==> src/rtl/dfs_pkg.sv <==
package dfs_pkg;
  typedef enum logic [3:0] {
    S_FREE,
    S_DQ_REQ,
    S_DQ_WAIT,
    S_STATUS,
    S_RD_REQ,
    S_RD_WAIT,
    S_COMMIT,
    S_OUTQ,
    S_STREAM
  } slot_state_e;
endpackage

==> src/rtl/dfs_pick.sv <==
// Lowest-index selector that freezes its choice while the selected
// entry is presented on a stream and not yet accepted.
module dfs_pick #(
  parameter int N = 4,
  parameter int W = 2
) (
  input  logic         clk,
  input  logic         rst,
  input  logic [N-1:0] cand,
  input  logic         fire,
  output logic         any,
  output logic [W-1:0] sel
);
  logic         hold_q;
  logic [W-1:0] held_q;
  logic [W-1:0] low;

  always_comb begin
    low = '0;
    for (int i = N - 1; i >= 0; i--) begin
      if (cand[i]) low = W'(i);
    end
  end

  assign any = |cand;
  assign sel = hold_q ? held_q : low;

  always_ff @(posedge clk) begin
    if (rst) begin
      hold_q <= 1'b0;
      held_q <= '0;
    end else begin
      hold_q <= any && !fire;
      held_q <= sel;
    end
  end
endmodule

==> src/rtl/dfs_desc_ram.sv <==
// Local descriptor store: one write port for the DMA engine,
// one asynchronous read port for the stream reader.
module dfs_desc_ram #(
  parameter int DEPTH  = 8,
  parameter int DATA_W = 32,
  parameter int AW     = 3
) (
  input  logic              clk,
  input  logic              we,
  input  logic [AW-1:0]     waddr,
  input  logic [DATA_W-1:0] wdata,
  input  logic [AW-1:0]     raddr,
  output logic [DATA_W-1:0] rdata
);
  logic [DATA_W-1:0] mem [DEPTH];

  always_ff @(posedge clk) begin
    if (we) mem[waddr] <= wdata;
  end

  assign rdata = mem[raddr];
endmodule

==> src/rtl/descriptor_fetch_seq.sv <==
module descriptor_fetch_seq
  import dfs_pkg::*;
#(
  parameter int SLOTS      = 4,
  parameter int TAG_W      = 4,
  parameter int QUEUE_W    = 8,
  parameter int ADDR_W     = 32,
  parameter int OP_W       = 4,
  parameter int DATA_W     = 32,
  parameter int DESC_WORDS = 2,
  localparam int SLOT_W    = $clog2(SLOTS),
  localparam int RAM_DEPTH = SLOTS * DESC_WORDS,
  localparam int RAM_AW    = $clog2(RAM_DEPTH)
) (
  input  logic               clk,
  input  logic               rst,
  input  logic               req_valid,
  output logic               req_ready,
  input  logic [TAG_W-1:0]   req_tag,
  input  logic [QUEUE_W-1:0] req_queue,
  output logic               dq_req_valid,
  input  logic               dq_req_ready,
  output logic [QUEUE_W-1:0] dq_req_queue,
  output logic [SLOT_W-1:0]  dq_req_slot,
  input  logic               dq_resp_valid,
  output logic               dq_resp_ready,
  input  logic [SLOT_W-1:0]  dq_resp_slot,
  input  logic               dq_resp_empty,
  input  logic [ADDR_W-1:0]  dq_resp_addr,
  input  logic [OP_W-1:0]    dq_resp_op,
  output logic               st_valid,
  input  logic               st_ready,
  output logic [TAG_W-1:0]   st_tag,
  output logic               st_empty,
  output logic               rd_valid,
  input  logic               rd_ready,
  output logic [ADDR_W-1:0]  rd_addr,
  output logic [SLOT_W-1:0]  rd_slot,
  input  logic               rd_done_valid,
  output logic               rd_done_ready,
  input  logic [SLOT_W-1:0]  rd_done_slot,
  input  logic               ram_we,
  input  logic [RAM_AW-1:0]  ram_waddr,
  input  logic [DATA_W-1:0]  ram_wdata,
  output logic               cm_valid,
  input  logic               cm_ready,
  output logic [OP_W-1:0]    cm_op,
  output logic               m_tvalid,
  input  logic               m_tready,
  output logic [DATA_W-1:0]  m_tdata,
  output logic               m_tlast,
  output logic [TAG_W-1:0]   m_tid
);
  localparam int BEAT_W = (DESC_WORDS > 1) ? $clog2(DESC_WORDS) : 1;

  slot_state_e        state_q [SLOTS];
  logic [TAG_W-1:0]   tag_q   [SLOTS];
  logic [QUEUE_W-1:0] queue_q [SLOTS];
  logic [ADDR_W-1:0]  addr_q  [SLOTS];
  logic [OP_W-1:0]    op_q    [SLOTS];
  logic [SLOTS-1:0]   empty_q;

  logic [SLOTS-1:0] free_v, dqr_v, st_v, rdr_v, cm_v, oq_v;
  logic [SLOT_W-1:0] free_sel, dq_sel, st_sel, rd_sel, cm_sel, oq_sel;
  logic dq_any, st_any, rd_any, cm_any, oq_any;

  // stream reader
  logic              act_q;
  logic [SLOT_W-1:0] cur_q;
  logic [BEAT_W-1:0] beat_q;
  logic [RAM_AW-1:0] raddr;
  logic              start;

  logic req_fire, dq_fire, st_fire, rd_fire, cm_fire, end_fire;

  always_comb begin
    for (int i = 0; i < SLOTS; i++) begin
      free_v[i] = (state_q[i] == S_FREE);
      dqr_v[i]  = (state_q[i] == S_DQ_REQ);
      st_v[i]   = (state_q[i] == S_STATUS);
      rdr_v[i]  = (state_q[i] == S_RD_REQ);
      cm_v[i]   = (state_q[i] == S_COMMIT);
      oq_v[i]   = (state_q[i] == S_OUTQ);
    end
    free_sel = '0;
    for (int i = SLOTS - 1; i >= 0; i--) begin
      if (free_v[i]) free_sel = SLOT_W'(i);
    end
  end

  dfs_pick #(.N(SLOTS), .W(SLOT_W)) u_pick_dq (
    .clk(clk), .rst(rst), .cand(dqr_v), .fire(dq_fire), .any(dq_any), .sel(dq_sel));
  dfs_pick #(.N(SLOTS), .W(SLOT_W)) u_pick_st (
    .clk(clk), .rst(rst), .cand(st_v), .fire(st_fire), .any(st_any), .sel(st_sel));
  dfs_pick #(.N(SLOTS), .W(SLOT_W)) u_pick_rd (
    .clk(clk), .rst(rst), .cand(rdr_v), .fire(rd_fire), .any(rd_any), .sel(rd_sel));
  dfs_pick #(.N(SLOTS), .W(SLOT_W)) u_pick_cm (
    .clk(clk), .rst(rst), .cand(cm_v), .fire(cm_fire), .any(cm_any), .sel(cm_sel));
  dfs_pick #(.N(SLOTS), .W(SLOT_W)) u_pick_oq (
    .clk(clk), .rst(rst), .cand(oq_v), .fire(start), .any(oq_any), .sel(oq_sel));

  assign req_ready     = |free_v;
  assign dq_resp_ready = 1'b1;
  assign rd_done_ready = 1'b1;

  assign dq_req_valid = dq_any;
  assign dq_req_slot  = dq_sel;
  assign dq_req_queue = queue_q[dq_sel];

  assign st_valid = st_any;
  assign st_tag   = tag_q[st_sel];
  assign st_empty = empty_q[st_sel];

  assign rd_valid = rd_any;
  assign rd_addr  = addr_q[rd_sel];
  assign rd_slot  = rd_sel;

  assign cm_valid = cm_any;
  assign cm_op    = op_q[cm_sel];

  assign req_fire = req_valid && req_ready;
  assign dq_fire  = dq_req_valid && dq_req_ready;
  assign st_fire  = st_valid && st_ready;
  assign rd_fire  = rd_valid && rd_ready;
  assign cm_fire  = cm_valid && cm_ready;
  assign start    = !act_q && oq_any;

  assign raddr    = RAM_AW'(cur_q) * RAM_AW'(DESC_WORDS) + RAM_AW'(beat_q);
  assign m_tvalid = act_q;
  assign m_tlast  = (beat_q == BEAT_W'(DESC_WORDS - 1));
  assign m_tid    = tag_q[cur_q];
  assign end_fire = act_q && m_tready && m_tlast;

  dfs_desc_ram #(.DEPTH(RAM_DEPTH), .DATA_W(DATA_W), .AW(RAM_AW)) u_ram (
    .clk(clk), .we(ram_we), .waddr(ram_waddr), .wdata(ram_wdata),
    .raddr(raddr), .rdata(m_tdata));

  always_ff @(posedge clk) begin
    if (rst) begin
      act_q  <= 1'b0;
      cur_q  <= '0;
      beat_q <= '0;
    end else if (start) begin
      act_q  <= 1'b1;
      cur_q  <= oq_sel;
      beat_q <= '0;
    end else if (act_q && m_tready) begin
      if (m_tlast) act_q <= 1'b0;
      else         beat_q <= beat_q + 1'b1;
    end
  end

  // per-slot sequence; each step is driven by the event addressed to it
  always_ff @(posedge clk) begin
    if (rst) begin
      for (int i = 0; i < SLOTS; i++) begin
        state_q[i] <= S_FREE;
        tag_q[i]   <= '0;
        queue_q[i] <= '0;
        addr_q[i]  <= '0;
        op_q[i]    <= '0;
        empty_q[i] <= 1'b0;
      end
    end else begin
      for (int i = 0; i < SLOTS; i++) begin
        case (state_q[i])
          S_FREE: if (req_fire && free_sel == SLOT_W'(i)) begin
            state_q[i] <= S_DQ_REQ;
            tag_q[i]   <= req_tag;
            queue_q[i] <= req_queue;
          end
          S_DQ_REQ: if (dq_fire && dq_sel == SLOT_W'(i)) state_q[i] <= S_DQ_WAIT;
          S_DQ_WAIT: if (dq_resp_valid && dq_resp_slot == SLOT_W'(i)) begin
            state_q[i] <= S_STATUS;
            empty_q[i] <= dq_resp_empty;
            addr_q[i]  <= dq_resp_addr;
            op_q[i]    <= dq_resp_op;
          end
          S_STATUS: if (st_fire && st_sel == SLOT_W'(i))
            state_q[i] <= empty_q[i] ? S_FREE : S_RD_REQ;
          S_RD_REQ: if (rd_fire && rd_sel == SLOT_W'(i)) state_q[i] <= S_RD_WAIT;
          S_RD_WAIT: if (rd_done_valid && rd_done_slot == SLOT_W'(i)) state_q[i] <= S_COMMIT;
          S_COMMIT: if (cm_fire && cm_sel == SLOT_W'(i)) state_q[i] <= S_OUTQ;
          S_OUTQ: if (start && oq_sel == SLOT_W'(i)) state_q[i] <= S_STREAM;
          S_STREAM: if (end_fire && cur_q == SLOT_W'(i)) state_q[i] <= S_FREE;
          default: state_q[i] <= S_FREE;
        endcase
      end
    end
  end
endmodule

==> config.mk <==
export PLATFORM = sky130hd
export DESIGN_NAME = descriptor_fetch_seq
export DESIGN_NICKNAME = d
export VERILOG_FILES = /design/src/rtl/dfs_pkg.sv /design/src/rtl/dfs_pick.sv /design/src/rtl/dfs_desc_ram.sv /design/src/rtl/descriptor_fetch_seq.sv
export SDC_FILE = /design/constraint.sdc
export NUM_CORES = 1
export LEC_CHECK = 0
export BUFFER_PORTS_ARGS = -buffer_cell sky130_fd_sc_hd__clkbuf_2
export CAP_MARGIN = 15
export CORE_MARGIN = 8
export CORE_UTILIZATION = 50
export DETAILED_ROUTE_END_ITERATION = 12
export PLACE_DENSITY = 0.77
export SLEW_MARGIN = 20
export SYNTH_ARGS = -nofsm -noshare
export SYNTH_HDL_FRONTEND = slang
export SYNTH_HIERARCHICAL = 1
export SYNTH_SLANG_ARGS = --single-unit
==> constraint.sdc <==
create_clock -name clk -period 4.23 [get_ports clk]
set_input_delay 0.2115 -clock clk [delete_from_list [all_inputs] [get_ports clk]]
set_output_delay 0.2115 -clock clk [all_outputs]
set_load 0.02 [all_outputs]
==> impl_metrics.yaml, run 1 <==
outcome:
  status: "complete, no violations"
sta:
  hold_viol: 0
  skew_ns: 0.0163
  finalSetupTns_ns: 0
  period_share_pct: 92.2
  fmax_mhz: 257
  rsz0062_at_grt: "no"
  min_period_ns: 3.90
  fin_ws_ns: 0.332
  max_slew_margin_pct: 31.5
  final_max_slew_viol_count: 0
  setup_viol_count_final: 0
  worstMarginPinSlew_ns: 1.03
setup_path:
  crit_required_ns: 4.02
  critPathArrivalTime_ns: 3.69
  path_class: "flop to primary output"
  cp-end-kind: "primary output"
  cp-start-kind: "flop"
  rrSetupSlack_ns: 0.64
  slowest_delay_ns: 0.86
  path_cells: "nor4b_1 -> nand2b_1 -> a211oi_4 -> buf_12 -> mux4_2 -> clkbuf_2"
  slowest_stage: "nor4b_1"
  crit_fanout: 35
  cp.buffers_inverters: 2
  crit_family: "simple AND/OR/NAND/NOR gates"
logic_synthesis:
  avgSynthCellArea_um2: 17.8
  async_flop_share_pct: 0
  yosysWarnings: 6
  ys_seq_area_share_pct: 68.6
  ys_ff_latch: 489
  synth_flop_cell: "edfxtp_1"
  synth_area_um2: 21000
  synth_enable_flop_cells: 464
  ys_types: 68
  synth_cells: 1183
final_layout:
  utilization_pct: 60.1
  finish.instance_area_um2: 25100
  layout_commonest_cell: "edfxtp_1"
  finalNonFillerCells: 2061
  layout_common_cells: "edfxtp_1 (464), and2_1 (197), clkbuf_2 (194)"
  drive_gt1_share_pct: 30.0
  syn_to_final_growth_pct: 19.2
  nets: 1579
floorplanning:
  start_util_pct: 50.4
  dieArea_um2: 48900
  rows: 75
  core_um2: 41800
  die_height_um: 221
  die_w_um: 221
  ios: 197
global_route:
  antenna_found_initial: 2
  grt_max_degree: 69
  grt_remaining_overflow: 0
  grt_pass1_wl_um: 72500
  globalRouteTotalUtil_pct: 19.0
  grt_pass1_vias: 12400
drt:
  first_pass_iters: 5
  wl_per_cell_um: 22.9
  drc: 0
  dr.first_iter.drc_count: 1291
  ant_nets: 0
  viasPerCell: 5.77
  drt-total-wl_um: 47300
  vias: 11900
cts:
  clock_sinks: 489
  numCtsBuffers: 50
  htree_levels: 2
  cts_tree: "built"
  cts_root_buf: "clkbuf_16"
  clk_pin_slew_ns: 0.06
  post_cts.repair.setup_buffers: 0
  cts_resized: 0
  cts_hold_buf: 86
  clockBufferDepth: 3
  clk_latency_ns: 0.58
place:
  dpl.cell_count: 1881
  dp_slack_ns: 0.743
  place_area_um2: 22700
  hpwl_um: 28900
  io_buffers: 194
  gp_congestion: 0.932
power_and_ir_drop:
  irDropWorstVdd_mv: 0.369
  leakage_nw: 8.93
  p_per_area_nw_per_um2: 437
min_path:
  hp-class: "primary input to flop"
flow_run:
  drv_cap: 0
[state kept, by name, indices dropped and copies added (netlist names), 2 cells and up, named ones only]
| register | cells |
|---|---|
| addr_q | 128 |
| cur_q | 2 |
| empty_q | 4 |
| op_q | 16 |
| queue_q | 32 |
| state_q | 16 |
| tag_q | 16 |
| u_pick_cm/held_q | 2 |
| u_pick_dq/held_q | 2 |
| u_pick_oq/held_q | 2 |
| u_pick_rd/held_q | 2 |
| u_pick_st/held_q | 2 |
| u_ram/mem | 256 |
[layer usage]
metal  vias up  GRT usage (%)  wire [um]
li1       5305              -          -
met1      6055           24.5      19300
met2       473           32.2      23700
met3        69           4.43       3450
met4         0           4.95        790
met5         -              0          0
[worst reg2reg max path: stages (launching register included)]
cell and delay, ns:
edfxtp_1 0.54, nor4b_1 0.86, nor2_1 0.21, o31ai_4 0.30, buf_4 0.50, nor2_1 0.11
nor4b_1 0.17, nor4_1 0.32, nand4_1 0.27
[kinds of logic after synthesis]
family / after synthesis / share of synthesized area (%)
buf+inv: 75 / 1.84
mux: 154 / 15.2
compound gates: 52 / 2.15
flops: 489 / 68.6
simple gates: 412 / 12.2
other cells: 1 / 0.0178
[report_power, final]
group	switching (mW)	internal, mW
registers	0.0975	5.50
clock network	1.80	2.35
logic	0.698	0.514
total	2.59	8.37
[synthesized netlist by cell type, types with 5 or more instances]
| master | count | area, um^2 |
|---|---|---|
| a2111oi_2 | 6 | 90.1 |
| a211oi_1 | 6 | 45.0 |
| and2_1 | 197 | 1230 |
| and2b_2 | 5 | 43.8 |
| buf_1 | 7 | 26.3 |
| buf_2 | 22 | 110 |
| buf_6 | 9 | 101 |
| clkbuf_1 | 24 | 90.1 |
| dfxtp_1 | 25 | 500 |
| edfxtp_1 | 464 | 13900 |
| inv_1 | 9 | 33.8 |
| mux2_2 | 32 | 360 |
| mux2i_1 | 5 | 50.1 |
| mux4_1 | 40 | 1050 |
| mux4_2 | 77 | 1730 |
| nand2_1 | 25 | 93.8 |
| nand2b_1 | 16 | 100 |
| nand3_1 | 9 | 45.0 |
| nand3b_1 | 7 | 52.6 |
| nand4b_1 | 6 | 52.6 |
| nor2_1 | 45 | 169 |
| nor2b_1 | 6 | 37.5 |
| nor3_1 | 16 | 80.1 |
| nor3b_1 | 9 | 67.6 |
| nor4_1 | 10 | 62.6 |
| nor4b_1 | 6 | 52.6 |
| nor4bb_1 | 6 | 60.1 |
| o31ai_1 | 8 | 60.1 |
| o32ai_1 | 5 | 43.8 |
| or2_2 | 14 | 87.6 |
| or4_4 | 6 | 67.6 |
[per-stage QoR]
step | hold slack [ns] | power (mW)
2_1_floorplan | 0.280 | 6.41
4_1_cts | 0.121 | 11.0
5_1_grt | 0.180 | 11.3
3_5_place_dp | 0.482 | 6.85
3_3_place_gp | 0.475 | 6.82
6_report | 0.206 | 11.0
[layout make-up]
| type | instances | area, um^2 |
|---|---|---|
| antenna | 3 | 7.51 |
| clock buffer | 66 | 1330 |
| clock inverter | 25 | 196 |
| fill | 2944 | 16700 |
| inverter | 9 | 33.8 |
| multi-input combinational | 620 | 6340 |
| sequential | 489 | 14400 |
| tap | 539 | 674 |
| timing repair buffer | 310 | 2070 |
[final timing paths]
path,start,endpoint,depth (start not counted)
max,state_q[3][0],rd_addr[31],6
max reg2reg,state_q[3][0],state_q[0][0],8
min reg2reg,u_pick_cm/held_q[1],u_pick_cm/held_q[1],2
min,rd_done_slot[0],state_q[3][1],4
Note: power is estimated with default switching activity, not from simulation.
==> inputs of run 2 (changes only) <==
SYNTH_HIERARCHICAL = default   (was 1)
==> run 2 against run 1 <==
Die area grew 0.56%. Non-clock buffer count fell by 1. Power increased by 13%. Critical path type unchanged. Wire length grew 2.1%. Sequential power is 3% higher.
==> impl_metrics.yaml, run 2 <==
sta:
  worstMarginPinSlew_ns: 1.07
  hold_viol: 0
  max_slew_margin_pct: 28.6
  fmax_mhz: 275
  rsz0062_at_grt: "no"
  skew_ns: 0.0226
  setup_viol_count_final: 0
  period_share_pct: 85.9
  min_period_ns: 3.63
  final_max_slew_viol_count: 0
  finalSetupTns_ns: 0
cts:
  cts_root_buf: "clkbuf_16"
  post_cts.repair.setup_buffers: 0
  clk_latency_ns: 0.59
  cts_tree: "built"
  clockBufferDepth: 3
  clk_pin_slew_ns: 0.06
  htree_levels: 2
  numCtsBuffers: 50
  clock_sinks: 489
drt:
  drt-total-wl_um: 48200
  dr.first_iter.drc_count: 867
  wl_per_cell_um: 22.5
  viasPerCell: 5.68
  drc: 0
  ant_nets: 0
  vias: 12200
  first_pass_iters: 5
logic_synthesis:
  synth_enable_flop_cells: 464
  synth.area.top_cells: "edfxtp_1 (66%), mux4_2 (7.2%), mux2i_1 (7.1%), and2_1 (5.7%), dfxtp_1 (2.4%)"
  synth_most_common_cell: "edfxtp_1"
  ys_ff_latch: 489
  synth_flop_cell: "edfxtp_1"
  yosysWarnings: 0
  avgSynthCellArea_um2: 16.6
  synth_area_um2: 21200
  ys_seq_area_share_pct: 68.2
  netlist.area_leader.share_pct: 65.8
  async_flop_share_pct: 0
  synth_cells: 1272
  ys_types: 71
  synthTopCellsByCount: "edfxtp_1 (464), and2_1 (194), mux2i_1 (150)"
  synth_top_area_cell: "edfxtp_1"
power_and_ir_drop:
  intPower_mw: 9.09
  power.share.clock_pct: 36.7
  p_switching_mw: 3.28
  leakage_nw: 9.78
  irDropWorstVdd_mv: 0.488
  p_sw_share_pct: 26.5
  sequentialPowerShare_pct: 46.7
  p_per_area_nw_per_um2: 488
  power_frac_comb_pct: 16.6
global_route:
  antenna_found_initial: 6
  grt_pass1_vias: 12700
  grt_pass1_wl_um: 74000
  globalRouteTotalUtil_pct: 19.2
  grt_remaining_overflow: 0
  grt_max_degree: 42
final_layout:
  reg.largest.list: "u_ram.mem x256, addr_q x128, queue_q x32"
  layout_commonest_cell: "edfxtp_1"
  layout_common_cells: "edfxtp_1 (464), and2_1 (194), clkbuf_2 (194)"
  finish.instance_area_um2: 25300
  nets: 1653
  drive_gt1_share_pct: 27.8
  top_register: "u_ram.mem"
  largest_register_ffs: 256
  syn_to_final_growth_pct: 19.7
place:
  gp_congestion: 0.908
  hpwl_um: 29500
  io_buffers: 194
  place_area_um2: 22700
floorplanning:
  dieArea_um2: 49200
  die_w_um: 222
  ios: 197
  core_um2: 41900
  start_util_pct: 50.6
  die_height_um: 222
  rows: 75
setup_path:
  rrSetupSlack_ns: 1.29
  path_class: "flop to primary output"
  reg2regPathDepth: 5
  cp-start-kind: "flop"
  crit_required_ns: 4.02
  timing.rr.end: "state_q[3][3]"
  critPathArrivalTime_ns: 3.42
  crit_fanout: 21
  r2r-start: "state_q[0][0]"
  cp-end-kind: "primary output"
  setup.worst_path.start: "state_q[0][0]"
  crit_end: "rd_addr[3]"
min_path:
  hold_path_depth: 4
  hp-class: "primary input to flop"
  min_from: "dq_resp_slot[1]"
flow_run:
  drv_cap: 0
outcome:
  status: "complete, no violations"
==> run 2: changes by cell type in the layout (fill, tap and decap cells not counted), sizes merged, moves of 5 or more <==
| cell | before | now |
|---|---|---|
| a2111oi | 6 | 1 |
| and2b | 5 | 0 |
| bufinv | 2 | 7 |
| clkbuf | 260 | 253 |
| mux2i | 5 | 150 |
| mux4 | 117 | 68 |
| nand2b | 16 | 10 |
| nand3 | 9 | 14 |
| nor2 | 47 | 37 |
| nor3 | 17 | 10 |
| nor4b | 7 | 12 |
| or2 | 16 | 5 |
| or3 | 2 | 7 |
==> run 2: worst min path at each step <==
| stage | to | slack [ns] |
|---|---|---|
| global route | empty_q[0] | 0.06 |
| floorplan | u_pick_dq.hold_q | 0.28 |
| detailed placement | u_pick_cm.hold_q | 0.39 |
| finish | empty_q[0] | 0.07 |
| CTS | empty_q[0] | 0.01 |
| global placement | u_pick_cm.hold_q | 0.39 |
==> run 2: layout make-up <==
type	count	area, um^2
Antenna cell	5	12.5
Clock buffer	59	1310
Clock inverter	35	415
Fill cell	3027	16500
Inverter	8	30.0
Multi-Input combinational cell	696	6400
Sequential cell	489	14400
Tap cell	539	674
Timing Repair Buffer	309	2060
==> run 2: power by group through the flow <==
stage | logic [mW] | registers (mW) | clock network (mW)
2_1_floorplan | 1.47 | 5.74 | 0
3_3_place_gp | 1.96 | 5.85 | 0
3_5_place_dp | 2.00 | 5.87 | 0
4_1_cts | 2.07 | 5.77 | 4.62
5_1_grt | 2.19 | 5.81 | 4.79
6_report | 2.06 | 5.77 | 4.54
==> run 2: kinds of logic (layout without fill, tap and decap cells) <==
| logic type | Yosys count | after routing | share of synthesized area (%) |
|---|---|---|---|
| flip-flops | 489 | 489 | 68.2 |
| AND/OR/NAND/NOR | 384 | 384 | 11.6 |
| multiplexers | 250 | 250 | 16.0 |
| buffers and inverters | 88 | 411 | 2.04 |
| AO/OA/AOI/OAI | 60 | 60 | 2.14 |
| other | 1 | 7 | 0.0177 |
==> run 2: layer usage <==
metal	vias up	track usage (%)	part of all wire, %
met5	-	0	0.023
met4	2	5.54	2.4
met2	410	33.9	51
met1	6154	23.1	40
li1	5512	-	-
met3	83	4.87	6.5
==> run 2: stage by stage <==
stage | setup slack (ns) | hold slack, ns | util, % | total power [mW] | instances
floorplan | 1.17 | 0.284 | - | 7.21 | 1273
global placement | 1.34 | 0.393 | 54.3 | 7.81 | 1955
detailed placement | 1.24 | 0.392 | 54.3 | 7.87 | 1955
CTS | 0.575 | 0.0114 | 60.5 | 12.5 | 2135
global route | 0.362 | 0.0611 | 60.5 | 12.8 | 2139
finish | 0.598 | 0.0656 | 60.5 | 12.4 | 2140
==> run 2: worst max-delay path, stage by stage (launching register included) <==
cell	delay (ns)
edfxtp_1	0.52
nor4b_2	0.64
o41a_2	0.72
buf_4	0.43
mux2i_1	0.24
mux2i_1	0.11
clkbuf_2	0.17
==> run 2: timing repair <==
item / 4_1_cts / 5_1_grt
resized for setup: 0 / 0
hold buffers: 86 / 0
endpoints found under the hold margin: 458 / 0
==> inputs of run 3 (changes only) <==
ABC_AREA = 1   (was default)
==> run 3 against run 2 <==
Sequential power is 3% lower. Critical endpoint is now m_tdata[29]. Cell area down 3.7%. Critical path depth increased by 2. Critical path type unchanged. Worst hold slack got worse by 0.045 ns. Clock skew shrank 0.0072 ns. Power shrank 9.9%.
==> impl_metrics.yaml, run 3 <==
power_and_ir_drop:
  p_per_area_nw_per_um2: 456
  irDropWorstVdd_mv: 0.421
  leakage_nw: 9.57
  p_total_mw: 11.1
cts:
  cts_hold_buf: 84
  clockBufferDepth: 3
  htree_levels: 2
  clk_latency_ns: 0.60
  cts_root_buf: "clkbuf_16"
  cts_tree: "built"
  post_cts.repair.setup_buffers: 0
  cts_resized: 0
  numCtsBuffers: 49
  clk_pin_slew_ns: 0.06
  clock_sinks: 489
sta:
  setup_viol_count_final: 0
  hold_viol: 0
  period_share_pct: 82.9
  final_max_slew_viol_count: 0
  fin_ws_ns: 0.725
  finalSetupTns_ns: 0
  min_period_ns: 3.51
  fmax_mhz: 285
  worstMarginPinSlew_ns: 1.08
  rsz0062_at_grt: "no"
  skew_ns: 0.0154
  max_slew_margin_pct: 28.3
logic_synthesis:
  ys_types: 40
  synth_top_family_by_area: "simple AND/OR/NAND/NOR gates"
  async_flop_share_pct: 0
  synthMuxAreaShare_pct: 0
  synth_top_area_cell: "edfxtp_1"
  synth_area_um2: 20400
  avgSynthCellArea_um2: 11.4
  synth_enable_flop_cells: 464
  synth_cells: 1787
  synthTopCellsByCount: "edfxtp_1 (464), nor2_1 (439), nand2_1 (227)"
  synth-xor-area-share_pct: 0
  yosysWarnings: 0
  yosys.area_share.simple_pct: 16.3
  synth_compound_area_share_pct: 8.63
  synthAdderAreaFrac_pct: 0
  ys_ff_latch: 489
  synth_flop_cell: "edfxtp_1"
  ys_seq_area_share_pct: 70.9
  synth_most_common_cell: "edfxtp_1"
  netlist.area_leader.share_pct: 68.4
  synth.area.top_cells: "edfxtp_1 (68%), nor2_1 (8.1%), nand2_1 (4.2%), o21ai_0 (3.4%), dfxtp_1 (2.5%)"
floorplanning:
  core_um2: 40600
  ios: 197
  die_w_um: 218
  dieArea_um2: 47400
  die_height_um: 218
  start_util_pct: 50.2
  rows: 74
drt:
  dr.first_iter.drc_count: 1718
  first_pass_iters: 6
  viasPerCell: 5.58
  drt-total-wl_um: 52100
  drc: 0
  wl_per_cell_um: 19.8
  ant_nets: 0
  vias: 14700
global_route:
  antenna_found_initial: 2
  grt_util_met2_pct: 36.3
  grt_pass1_vias: 14800
  busiest_layer: "met2"
  grt_pass1_wl_um: 80100
  grt_remaining_overflow: 0
  grt_use_met3_pct: 3.68
  globalRouteTotalUtil_pct: 21.4
  met1_usage_pct: 26.8
  grt_max_degree: 109
final_layout:
  top_register: "u_ram.mem"
  largest_register_ffs: 256
  reg.largest.list: "u_ram.mem x256, addr_q x128, queue_q x32"
  layout_commonest_cell: "edfxtp_1"
  n_fill_cell: 3090
  syn_to_final_growth_pct: 19.9
  layout_common_cells: "edfxtp_1 (464), nor2_1 (429), nand2_1 (226)"
  nets: 2161
  drive_gt1_share_pct: 16.4
setup_path:
  critPathArrivalTime_ns: 3.29
  path_cells: "inv_1 -> nor2_1 -> clkinv_1 -> buf_4 -> nor2_1 -> o21ai_0 -> o2111ai_1 -> clkbuf_2"
  slowest_delay_ns: 0.69
  crit_family: "buffers and inverters"
  setup.worst_path.start: "cur_q[1]"
  slowest_stage: "clkinv_1"
  crit_top_cell: "nor2_1"
  cp-end-kind: "primary output"
  r2r-start: "state_q[0][2]"
  cp.buffers_inverters: 4
  cp-start-kind: "flop"
  crit_fanout: 19
  crit_required_ns: 4.02
  path_class: "flop to primary output"
place:
  dp_slack_ns: 1.39
  io_buffers: 194
  hpwl_um: 31100
  gp_congestion: 0.933
flow_run:
  drv_cap: 0
min_path:
  min_from: "dq_resp_op[2]"
  hp-class: "primary input to flop"
outcome:
  status: "complete, no violations"
-- run 3: cell types whose count changed in the layout (fill, tap and decap cells not counted), sizes merged, moves of 42 or more --
cell / before / now
nor2: 37 / 454
nand2: 29 / 234
and2: 195 / 0
mux2i: 150 / 0
o21ai: 9 / 142
inv: 12 / 133
mux4: 68 / 0
nand3: 14 / 70
a22oi: 1 / 43
-- run 3: stage by stage --
step	hold WS [ns]	util, %	cells	cell area [um^2]
2_1_floorplan	0.284	-	1788	20400
5_1_grt	0.0337	60.2	2635	24400
4_1_cts	0.00601	60.2	2634	24400
3_3_place_gp	0.405	54.1	2459	21900
3_5_place_dp	0.406	54.1	2459	21900
6_report	0.0202	60.2	2635	24400
-- run 3: per-layer routing --
metal  part of all wire (%)  vias up
li1                       -     6787
met1                     39     7096
met2                     50      697
met3                    8.1      116
met4                    3.2        2
met5                  0.025        -
-- run 3: final cells by class --
cell class / count / area, um^2 / area share, %
antenna: 1 / 2.50 / 0.0103
clock buffer: 62 / 1270 / 5.22
clock inverter: 29 / 347 / 1.42
inverter: 135 / 510 / 2.09
multi-input combinational: 1084 / 5170 / 21.2
sequential: 489 / 14400 / 59.2
tap: 532 / 666 / 2.73
timing repair buffer: 303 / 2000 / 8.19
-- run 3: final timing paths --
path	end	slack, ns	cells past startpoint
setup / recovery	m_tdata[29]	0.72	8
hold / removal	op_q[1][2]	0.02	3
setup reg to reg	state_q[3][1]	1.51	10
hold reg to reg	u_pick_dq.held_q[0]	0.49	2
-- run 3: worst min-delay path, delay by kind of cell --
family,cells,cell delay (ns)
buffers and inverters,2,0.19
and+or+nand+nor,1,0.10
-- run 3: logic make-up after synthesis --
| family | count (synthesis) |
|---|---|
| flip-flops | 489 |
| other | 1 |
| buffers and inverters | 215 |
| AO/OA/AOI/OAI | 276 |
| AND/OR/NAND/NOR | 806 |
-- run 3: report_power, final --
group | internal, mW | switching, mW
combinational | 0.361 | 0.852
sequential | 5.50 | 0.0715
clock | 2.52 | 1.83
